### config.mk
export PLATFORM = sky130hd
export DESIGN_NAME = firrx_stuffer
export DESIGN_NICKNAME = d
export VERILOG_FILES = /design/src/rtl/firrx_pkg.sv /design/src/rtl/firrx_classify.sv /design/src/rtl/firrx_seq.sv /design/src/rtl/firrx_out_mux.sv /design/src/rtl/firrx_stuffer.sv
export SDC_FILE = /design/constraint.sdc
export NUM_CORES = 1
export LEC_CHECK = 0
export BUFFER_PORTS_ARGS = -buffer_cell sky130_fd_sc_hd__buf_2
export CORE_MARGIN = 1
export CORE_UTILIZATION = 48
export DETAILED_ROUTE_END_ITERATION = 10
export GPL_TIMING_DRIVEN = 0
export HOLD_SLACK_MARGIN = 0.08
export PLACE_DENSITY = 0.85
export SYNTH_ARGS = -nofsm -noshare
export SYNTH_HDL_FRONTEND = slang
export SYNTH_SLANG_ARGS = --single-unit
### constraint.sdc
create_clock -name clk -period 2.2 [get_ports clk]
set_input_delay 0 -clock clk [delete_from_list [all_inputs] [get_ports clk]]
set_output_delay 0 -clock clk [all_outputs]
set_load 0.05 [all_outputs]
### src/rtl/firrx_pkg.sv
package firrx_pkg;

    typedef enum logic [1:0] {
        PH_LEAD   = 2'd0,
        PH_PREFIX = 2'd1,
        PH_BODY   = 2'd2,
        PH_TRAIL  = 2'd3
    } phase_e;

    typedef struct packed {
        logic lead;
        logic trail;
        logic rsv;
    } beat_flags_t;

    function automatic phase_e first_phase(input beat_flags_t f);
        if (f.lead)     return PH_LEAD;
        else if (f.rsv) return PH_PREFIX;
        else            return PH_BODY;
    endfunction

    function automatic phase_e next_phase(input phase_e ph, input beat_flags_t f);
        case (ph)
            PH_LEAD:   return f.rsv ? PH_PREFIX : PH_BODY;
            PH_PREFIX: return PH_BODY;
            default:   return PH_TRAIL;
        endcase
    endfunction

    function automatic logic is_last(input phase_e ph, input beat_flags_t f);
        return (ph == PH_TRAIL) || ((ph == PH_BODY) && !f.trail);
    endfunction

endpackage

### src/rtl/firrx_classify.sv
module firrx_classify #(
    parameter int unsigned          DATA_W   = 8,
    parameter logic [DATA_W-1:0]    RSV_BASE = 8'h7D,
    parameter int unsigned          RSV_N    = 3,
    parameter logic [DATA_W-1:0]    FLIP     = 8'h20
) (
    input  logic [DATA_W-1:0] byte_i,
    output logic              rsv_o,
    output logic [DATA_W-1:0] coded_o
);
    logic [RSV_N-1:0] hit;

    for (genvar g = 0; g < RSV_N; g++) begin : g_cmp
        assign hit[g] = (byte_i == (RSV_BASE + DATA_W'(g)));
    end

    assign rsv_o   = |hit;
    assign coded_o = rsv_o ? (byte_i ^ FLIP) : byte_i;
endmodule

### src/rtl/firrx_seq.sv
module firrx_seq
    import firrx_pkg::*;
#(
    parameter int unsigned DATA_W = 8
) (
    input  logic              clk,
    input  logic              rst,
    input  logic              in_valid,
    input  logic              in_sof,
    input  logic              in_eof,
    input  logic              in_rsv,
    input  logic [DATA_W-1:0] in_coded,
    output logic              in_ready,
    input  logic              out_ready,
    output logic              busy_o,
    output phase_e            phase_o,
    output logic [DATA_W-1:0] held_o
);
    logic              busy_q;
    phase_e            phase_q;
    beat_flags_t       flags_q;
    logic [DATA_W-1:0] data_q;
    beat_flags_t       new_flags;
    logic              last;
    logic              accept;
    logic              fire;

    assign new_flags = '{lead: in_sof, trail: in_eof, rsv: in_rsv};
    assign last      = is_last(phase_q, flags_q);
    assign fire      = busy_q && out_ready;
    assign in_ready  = !busy_q || (last && out_ready);
    assign accept    = in_valid && in_ready;

    always_ff @(posedge clk) begin
        if (rst) begin
            busy_q  <= 1'b0;
            phase_q <= PH_LEAD;
            flags_q <= '0;
            data_q  <= '0;
        end else if (accept) begin
            busy_q  <= 1'b1;
            flags_q <= new_flags;
            data_q  <= in_coded;
            phase_q <= first_phase(new_flags);
        end else if (fire) begin
            if (last) busy_q  <= 1'b0;
            else      phase_q <= next_phase(phase_q, flags_q);
        end
    end

    assign busy_o  = busy_q;
    assign phase_o = phase_q;
    assign held_o  = data_q;
endmodule

### src/rtl/firrx_out_mux.sv
module firrx_out_mux
    import firrx_pkg::*;
#(
    parameter int unsigned       DATA_W    = 8,
    parameter logic [DATA_W-1:0] FLAG_CHAR = 8'h7E,
    parameter logic [DATA_W-1:0] ESC_CHAR  = 8'h7D
) (
    input  logic              busy,
    input  phase_e            phase,
    input  logic [DATA_W-1:0] held,
    output logic              out_valid,
    output logic [DATA_W-1:0] out_data
);
    always_comb begin
        out_data = '0;
        if (busy) begin
            case (phase)
                PH_PREFIX: out_data = ESC_CHAR;
                PH_BODY:   out_data = held;
                default:   out_data = FLAG_CHAR;
            endcase
        end
    end
    assign out_valid = busy;
endmodule

### src/rtl/firrx_stuffer.sv
module firrx_stuffer
    import firrx_pkg::*;
#(
    parameter int unsigned       DATA_W    = 8,
    parameter logic [DATA_W-1:0] FLAG_CHAR = 8'h7E,
    parameter logic [DATA_W-1:0] ESC_CHAR  = 8'h7D,
    parameter logic [DATA_W-1:0] RSV_BASE  = 8'h7D,
    parameter int unsigned       RSV_N     = 3,
    parameter logic [DATA_W-1:0] FLIP      = 8'h20
) (
    input  logic              clk,
    input  logic              rst,
    input  logic              in_valid,
    output logic              in_ready,
    input  logic [DATA_W-1:0] in_data,
    input  logic              in_sof,
    input  logic              in_eof,
    output logic              out_valid,
    input  logic              out_ready,
    output logic [DATA_W-1:0] out_data
);
    logic              rsv;
    logic [DATA_W-1:0] coded;
    logic              busy;
    phase_e            phase;
    logic [DATA_W-1:0] held;

    firrx_classify #(
        .DATA_W(DATA_W), .RSV_BASE(RSV_BASE), .RSV_N(RSV_N), .FLIP(FLIP)
    ) cls_i (
        .byte_i(in_data), .rsv_o(rsv), .coded_o(coded)
    );

    firrx_seq #(.DATA_W(DATA_W)) seq_i (
        .clk(clk), .rst(rst),
        .in_valid(in_valid), .in_sof(in_sof), .in_eof(in_eof),
        .in_rsv(rsv), .in_coded(coded), .in_ready(in_ready),
        .out_ready(out_ready),
        .busy_o(busy), .phase_o(phase), .held_o(held)
    );

    firrx_out_mux #(
        .DATA_W(DATA_W), .FLAG_CHAR(FLAG_CHAR), .ESC_CHAR(ESC_CHAR)
    ) mux_i (
        .busy(busy), .phase(phase), .held(held),
        .out_valid(out_valid), .out_data(out_data)
    );
endmodule

; Word-level counts from Yosys, hierarchy flattened
; Index checks and enable logic that the tools add are counted.
; W data, S select, Z words.
[classes]
n_eq_ne = 7
muxes = 13
n_bitwise = 1
reduce_logical = 14
[ops]
columns = cell, count
row1 = $eq A8 B7 Y1 const B, 3
row2 = $pmux W8 S2, 1
row3 = $mux W2, 6
row4 = $mux W8, 1
row5 = $mux W6, 1
row6 = $eq A2 B2 Y1 const B, 2
row7 = $logic_and A1 B1 Y1, 4
row8 = $pmux W2 S2, 1
row9 = $reduce_and A2 Y1, 2
row10 = $reduce_bool A2 Y1, 2
row11 = $mux W1, 3
row12 = $reduce_or A3 Y1, 1
row13 = $eq A2 B1 Y1 const B, 1
row14 = $logic_not A1 Y1, 2
row15 = $logic_not A2 Y1, 1
row16 = $logic_or A1 B1 Y1, 2
row17 = $ne A2 B2 Y1 const B, 1
row18 = $not A1 Y1, 1
[word_totals]
regBits = 13
inputBits = 14
output_inout_bits = 10
elab_cells = 40

; Depth between registers and ports, before layout
[depth]
ltp_word = 8
mapped_depth = 8
depth_no_buf = 6

; By module
; A second synthesis with hierarchy kept.
[hier_totals]
hier_cells = 102
area_unflattened_um2 = 829.5
[by_module_without_submodules]
columns = module, n_inst, cells_per_inst, area_per_inst_um2, seq_area_each_um2
row1 = firrx_seq, 1, 68, 576.8, 260.2
row2 = firrx_out_mux, 1, 23, 160.2, 0.0
row3 = firrx_classify, 1, 11, 92.6, 0.0

; Worst setup path before layout
; No wires, ideal clock.
[synth_timing]
path_type = register to output
startpoint = register seq_i.busy_q (netlist: seq_i.busy_o)
endpoint = output out_data[2]
t_arrival_ns = 2.097
required_ns = 2.200
path_slack_ns = 0.103
path_stages_with_launch = 3
path_buffers = 1
path_cell_list = dfxtp_1 -> clkbuf_1 -> a21boi_0
[synth_between]
elab_chain_len = 1
[synth_lines]
columns = element, line_no
row1 = from (decl), firrx_seq.sv:19  ; logic busy_q;
row2 = from (signal assigned), firrx_seq.sv:36  ; busy_q <= 1'b0;
row3 = from (signal assigned), firrx_seq.sv:41  ; busy_q <= 1'b1;
row4 = from (signal assigned), firrx_seq.sv:46  ; if (last) busy_q <= 1'b0;
row5 = $mux W8, firrx_out_mux.sv:16  ; if (busy) begin
row6 = to (decl), firrx_stuffer.sv:20  ; output logic [DATA_W-1:0] out_data
; No other way between the ends.

; Final worst setup path
[layout_timing]
startpoint = register seq_i.phase_q[0] (netlist: seq_i.phase_o[0])
endpoint = register seq_i.data_q[4] (netlist: seq_i.held_o[4])
[layout_between]
elab_chain_len = 6
elab_cells_between_ends = 7
cone_classes = eq/ne: 2 / reduce/logical: 5
[layout_lines]
columns = element, line_no
row1 = from (decl), firrx_seq.sv:20  ; phase_e phase_q;
row2 = from (signal assigned), firrx_seq.sv:44  ; phase_q <= first_phase(new_flags);
row3 = from (signal assigned), firrx_seq.sv:47  ; else phase_q <= next_phase(phase_q, flags_q);
row4 = $eq A2 B2 Y1, firrx_pkg.sv:31  ; return (ph == PH_TRAIL) || ((ph == PH_BODY) && !f.trail);
row5 = $logic_and A1 B1 Y1, firrx_pkg.sv:31
row6 = $logic_or A1 B1 Y1 (*), firrx_pkg.sv:31
row7 = $logic_and A1 B1 Y1 (*), firrx_seq.sv:31  ; assign in_ready = !busy_q || (last && out_ready);
row8 = $logic_or A1 B1 Y1 (*), firrx_seq.sv:31
row9 = $logic_and A1 B1 Y1 (*), firrx_seq.sv:32  ; assign accept = in_valid && in_ready;
row10 = to (signal assigned), firrx_seq.sv:43  ; data_q <= in_coded;
row11 = to (decl), firrx_seq.sv:22  ; logic [DATA_W-1:0] data_q;
; Every way passes the cells marked *; elsewhere a longest branch is shown, timed or not.
; A chain may end at the register's enable or synchronous reset.

==> impl_metrics.env <==
export IMPL_root_buffer="clkbuf_4"
export IMPL_clock_sinks=13
export IMPL_holdBufCountCts=11
export IMPL_yosysTopAreaCellShare=0.3382
export IMPL_rsz0062_at_grt="no"
export IMPL_synthFlopType="dfxtp_1"
export IMPL_max_freq_mhz=523.0
export IMPL_netlist_area_um2=769.5
export IMPL_drtIter0Drc=13
export IMPL_crit_path_end_kind="register"
export IMPL_yosys_top_cells_area="dfxtp_1, mux2i_1, ha_1"
export IMPL_grt_start_max_net_pins=11
export IMPL_final_instance_count_excl_fill=140
export IMPL_grt_overflow_total=0
export IMPL_cp_max_fo=10
export IMPL_required_ns=2.36
export IMPL_routed_via_density=5.221
export IMPL_die_area_um2=1767
export IMPL_post_place_cells=125
export IMPL_finalHoldViolCount=0
export IMPL_startpoint_type="register"
export IMPL_placement_io_buffers=23
export IMPL_syn_to_final_growth_pct=35.28
export IMPL_clockBufferDepth=2
export IMPL_die_w_um=42.04
export IMPL_drc=0
export IMPL_async_reset_ff_frac=0
export IMPL_totalWireLength_um=1775
export IMPL_drive_gt1_frac=0.2823
export IMPL_grt_pass1_vias=746
export IMPL_synth_seq_cells=13
export IMPL_fin_setup_tns_ns=0
export IMPL_grt_antenna_before_repair=0
export IMPL_n_antenna_cell=0
export IMPL_period_share=0.8691
export IMPL_io_pins=24
export IMPL_start_util=0.5108
export IMPL_grt_pass1_wl_um=3194
export IMPL_syn_inst=86
export IMPL_slew_headroom=0.6937
export IMPL_dpl_hpwl_um=1170
export IMPL_routedWlPerCell_um=12.68
export IMPL_fillers=118
export IMPL_finalClockSkew_ns=0.001104
export IMPL_cts_htree_levels=1
export IMPL_clkTransAtPathRegs_ns=0.08
export IMPL_design_area_um2=1041
export IMPL_peakVddDrop_mv=0.4393
export IMPL_nets=143
export IMPL_power_density_nw_per_um2=623.0
export IMPL_leakage_nw=0.4857
export IMPL_yosysUniqueCellTypes=24
export IMPL_synth_top_cell_by_area="dfxtp_1"
export IMPL_setup_viol=0
export IMPL_hp_class="in2reg"
export IMPL_path_class="reg2reg"
export IMPL_core_um2=1506
export IMPL_fin_total_pwr_mw=0.6485
export IMPL_placed_area_um2=904.6
export IMPL_cts_tree="yes"
export IMPL_drtPass1Iterations=4
export IMPL_post_synth_cell_area_avg_um2=8.948
export IMPL_ctsResizeCount=0
export IMPL_max_cap_violations=0
export IMPL_ant_nets=0
export IMPL_worstMarginPinSlew_ns=0.4594
export IMPL_die_y_um=42.04
export IMPL_status="completed"
export IMPL_ys_top_cells_by_count="dfxtp_1, nor2_1, nand2_1, mux2i_1"
export IMPL_synth_edff_count=0
export IMPL_worstPathArrival_ns=2.07
export IMPL_layout_min_cycle_time_ns=1.912
export IMPL_place_gp_congestion=0.7544
export IMPL_synth_fp_nets=104
export IMPL_vias=731
export IMPL_grtUsageTotal=0.2367
export IMPL_cts_buffers=3
export IMPL_slew_viol_final=0
export IMPL_ys_seq_area_frac=0.3382
export IMPL_synth_warnings=0
export IMPL_rows=14
export IMPL_clk_latency_ns=0.28
export IMPL_postCtsSetupBuffers=0
## final cells by class
cell class	instances	area (µm²)	area share
multi-input cells	67	479.2	0.4603
flip-flops and latches	13	260.3	0.2500
repair buffers	34	225.2	0.2163
clock buffers	4	26.28	0.02524
plain buffers	4	22.52	0.02163
well taps	16	20.02	0.01923
inverters	2	7.507	0.007212
## sequential cells by signal, indices dropped and copies added (netlist names)
signal	flops
seq_i.held_o	8
seq_i.busy_o	1
seq_i.flags_q	2
seq_i.phase_o	2
## cells in the final DEF, fill, tap and decap left out
cell type,instances
a21boi_0,5
o21ai_0,4
nor4b_4,1
o21bai_1,1
and2b_4,1
nand2_1,11
or3_1,1
dfxtp_1,13
and2_1,2
nand2b_1,2
nor2b_1,1
nand4_2,1
and3_1,1
buf_2,23
o211ai_4,1
clkbuf_1,3
clkbuf_4,3
nor2_1,13
a21oi_1,5
buf_4,2
or3b_2,1
inv_1,2
dlygate4sd3_1,11
or3b_1,1
a311oi_2,2
mux2i_1,9
ha_1,4
## worst paths after layout
path	to	start	depth (start not counted)	slack (ns)
hold / removal	seq_i.held_o[5]	in_data[5]	3	0.10
setup / recovery	seq_i.held_o[4]	seq_i.phase_o[0]	8	0.29
hold reg to reg	seq_i.held_o[5]	seq_i.held_o[5]	2	0.48
setup reg to reg	seq_i.held_o[4]	seq_i.phase_o[0]	8	0.29
## logic make-up (layout without fill, tap and decap cells)
kind of cell / Yosys count / after routing / share of synthesized area
multiplexers: 9 / 9 / 0.1171
adder cells (fa/ha/maj): 4 / 4 / 0.06504
AND/OR/NAND/NOR: 36 / 36 / 0.2569
flip-flops: 13 / 13 / 0.3382
AO/OA/AOI/OAI: 18 / 18 / 0.1837
buffers and inverters: 6 / 44 / 0.03903
## layer usage
metal | routed length (µm) | GRT usage
met1 | 836 | 0.3260
met2 | 865 | 0.3719
met3 | 36 | 0.02586
met4 | 37 | 0.1125
met5 | 0 | 0
## power breakdown
group | switching [mW] | internal [mW] | leakage (nW) | total (mW)
Sequential | 0.0117 | 0.252 | 0.107 | 0.264
Combinational | 0.146 | 0.0862 | 0.364 | 0.232
Clock | 0.0822 | 0.0704 | 0.0150 | 0.153
Total | 0.240 | 0.409 | 0.486 | 0.649
## stage by stage
stage / setup WS [ns] / hold WS [ns] / util
6_report: 0.2880 / 0.1017 / 0.6910
4_1_cts: 0.2963 / 0.09347 / 0.6910
2_1_floorplan: 0.1033 / 0.06786 / -
3_3_place_gp: 0.3891 / 0.2270 / 0.6005
3_5_place_dp: 0.3365 / 0.2301 / 0.6005
5_1_grt: 0.1350 / 0.1123 / 0.6910
## worst max-delay path, cell delays in order (launching register included)
cell,delay (ns)
dfxtp_1,0.39
inv_1,0.08
ha_1,0.19
buf_4,0.17
and2b_4,0.19
o211ai_4,0.24
buf_4,0.25
mux2i_1,0.23
nor2_1,0.06
Power figures use the tool's default switching activity.
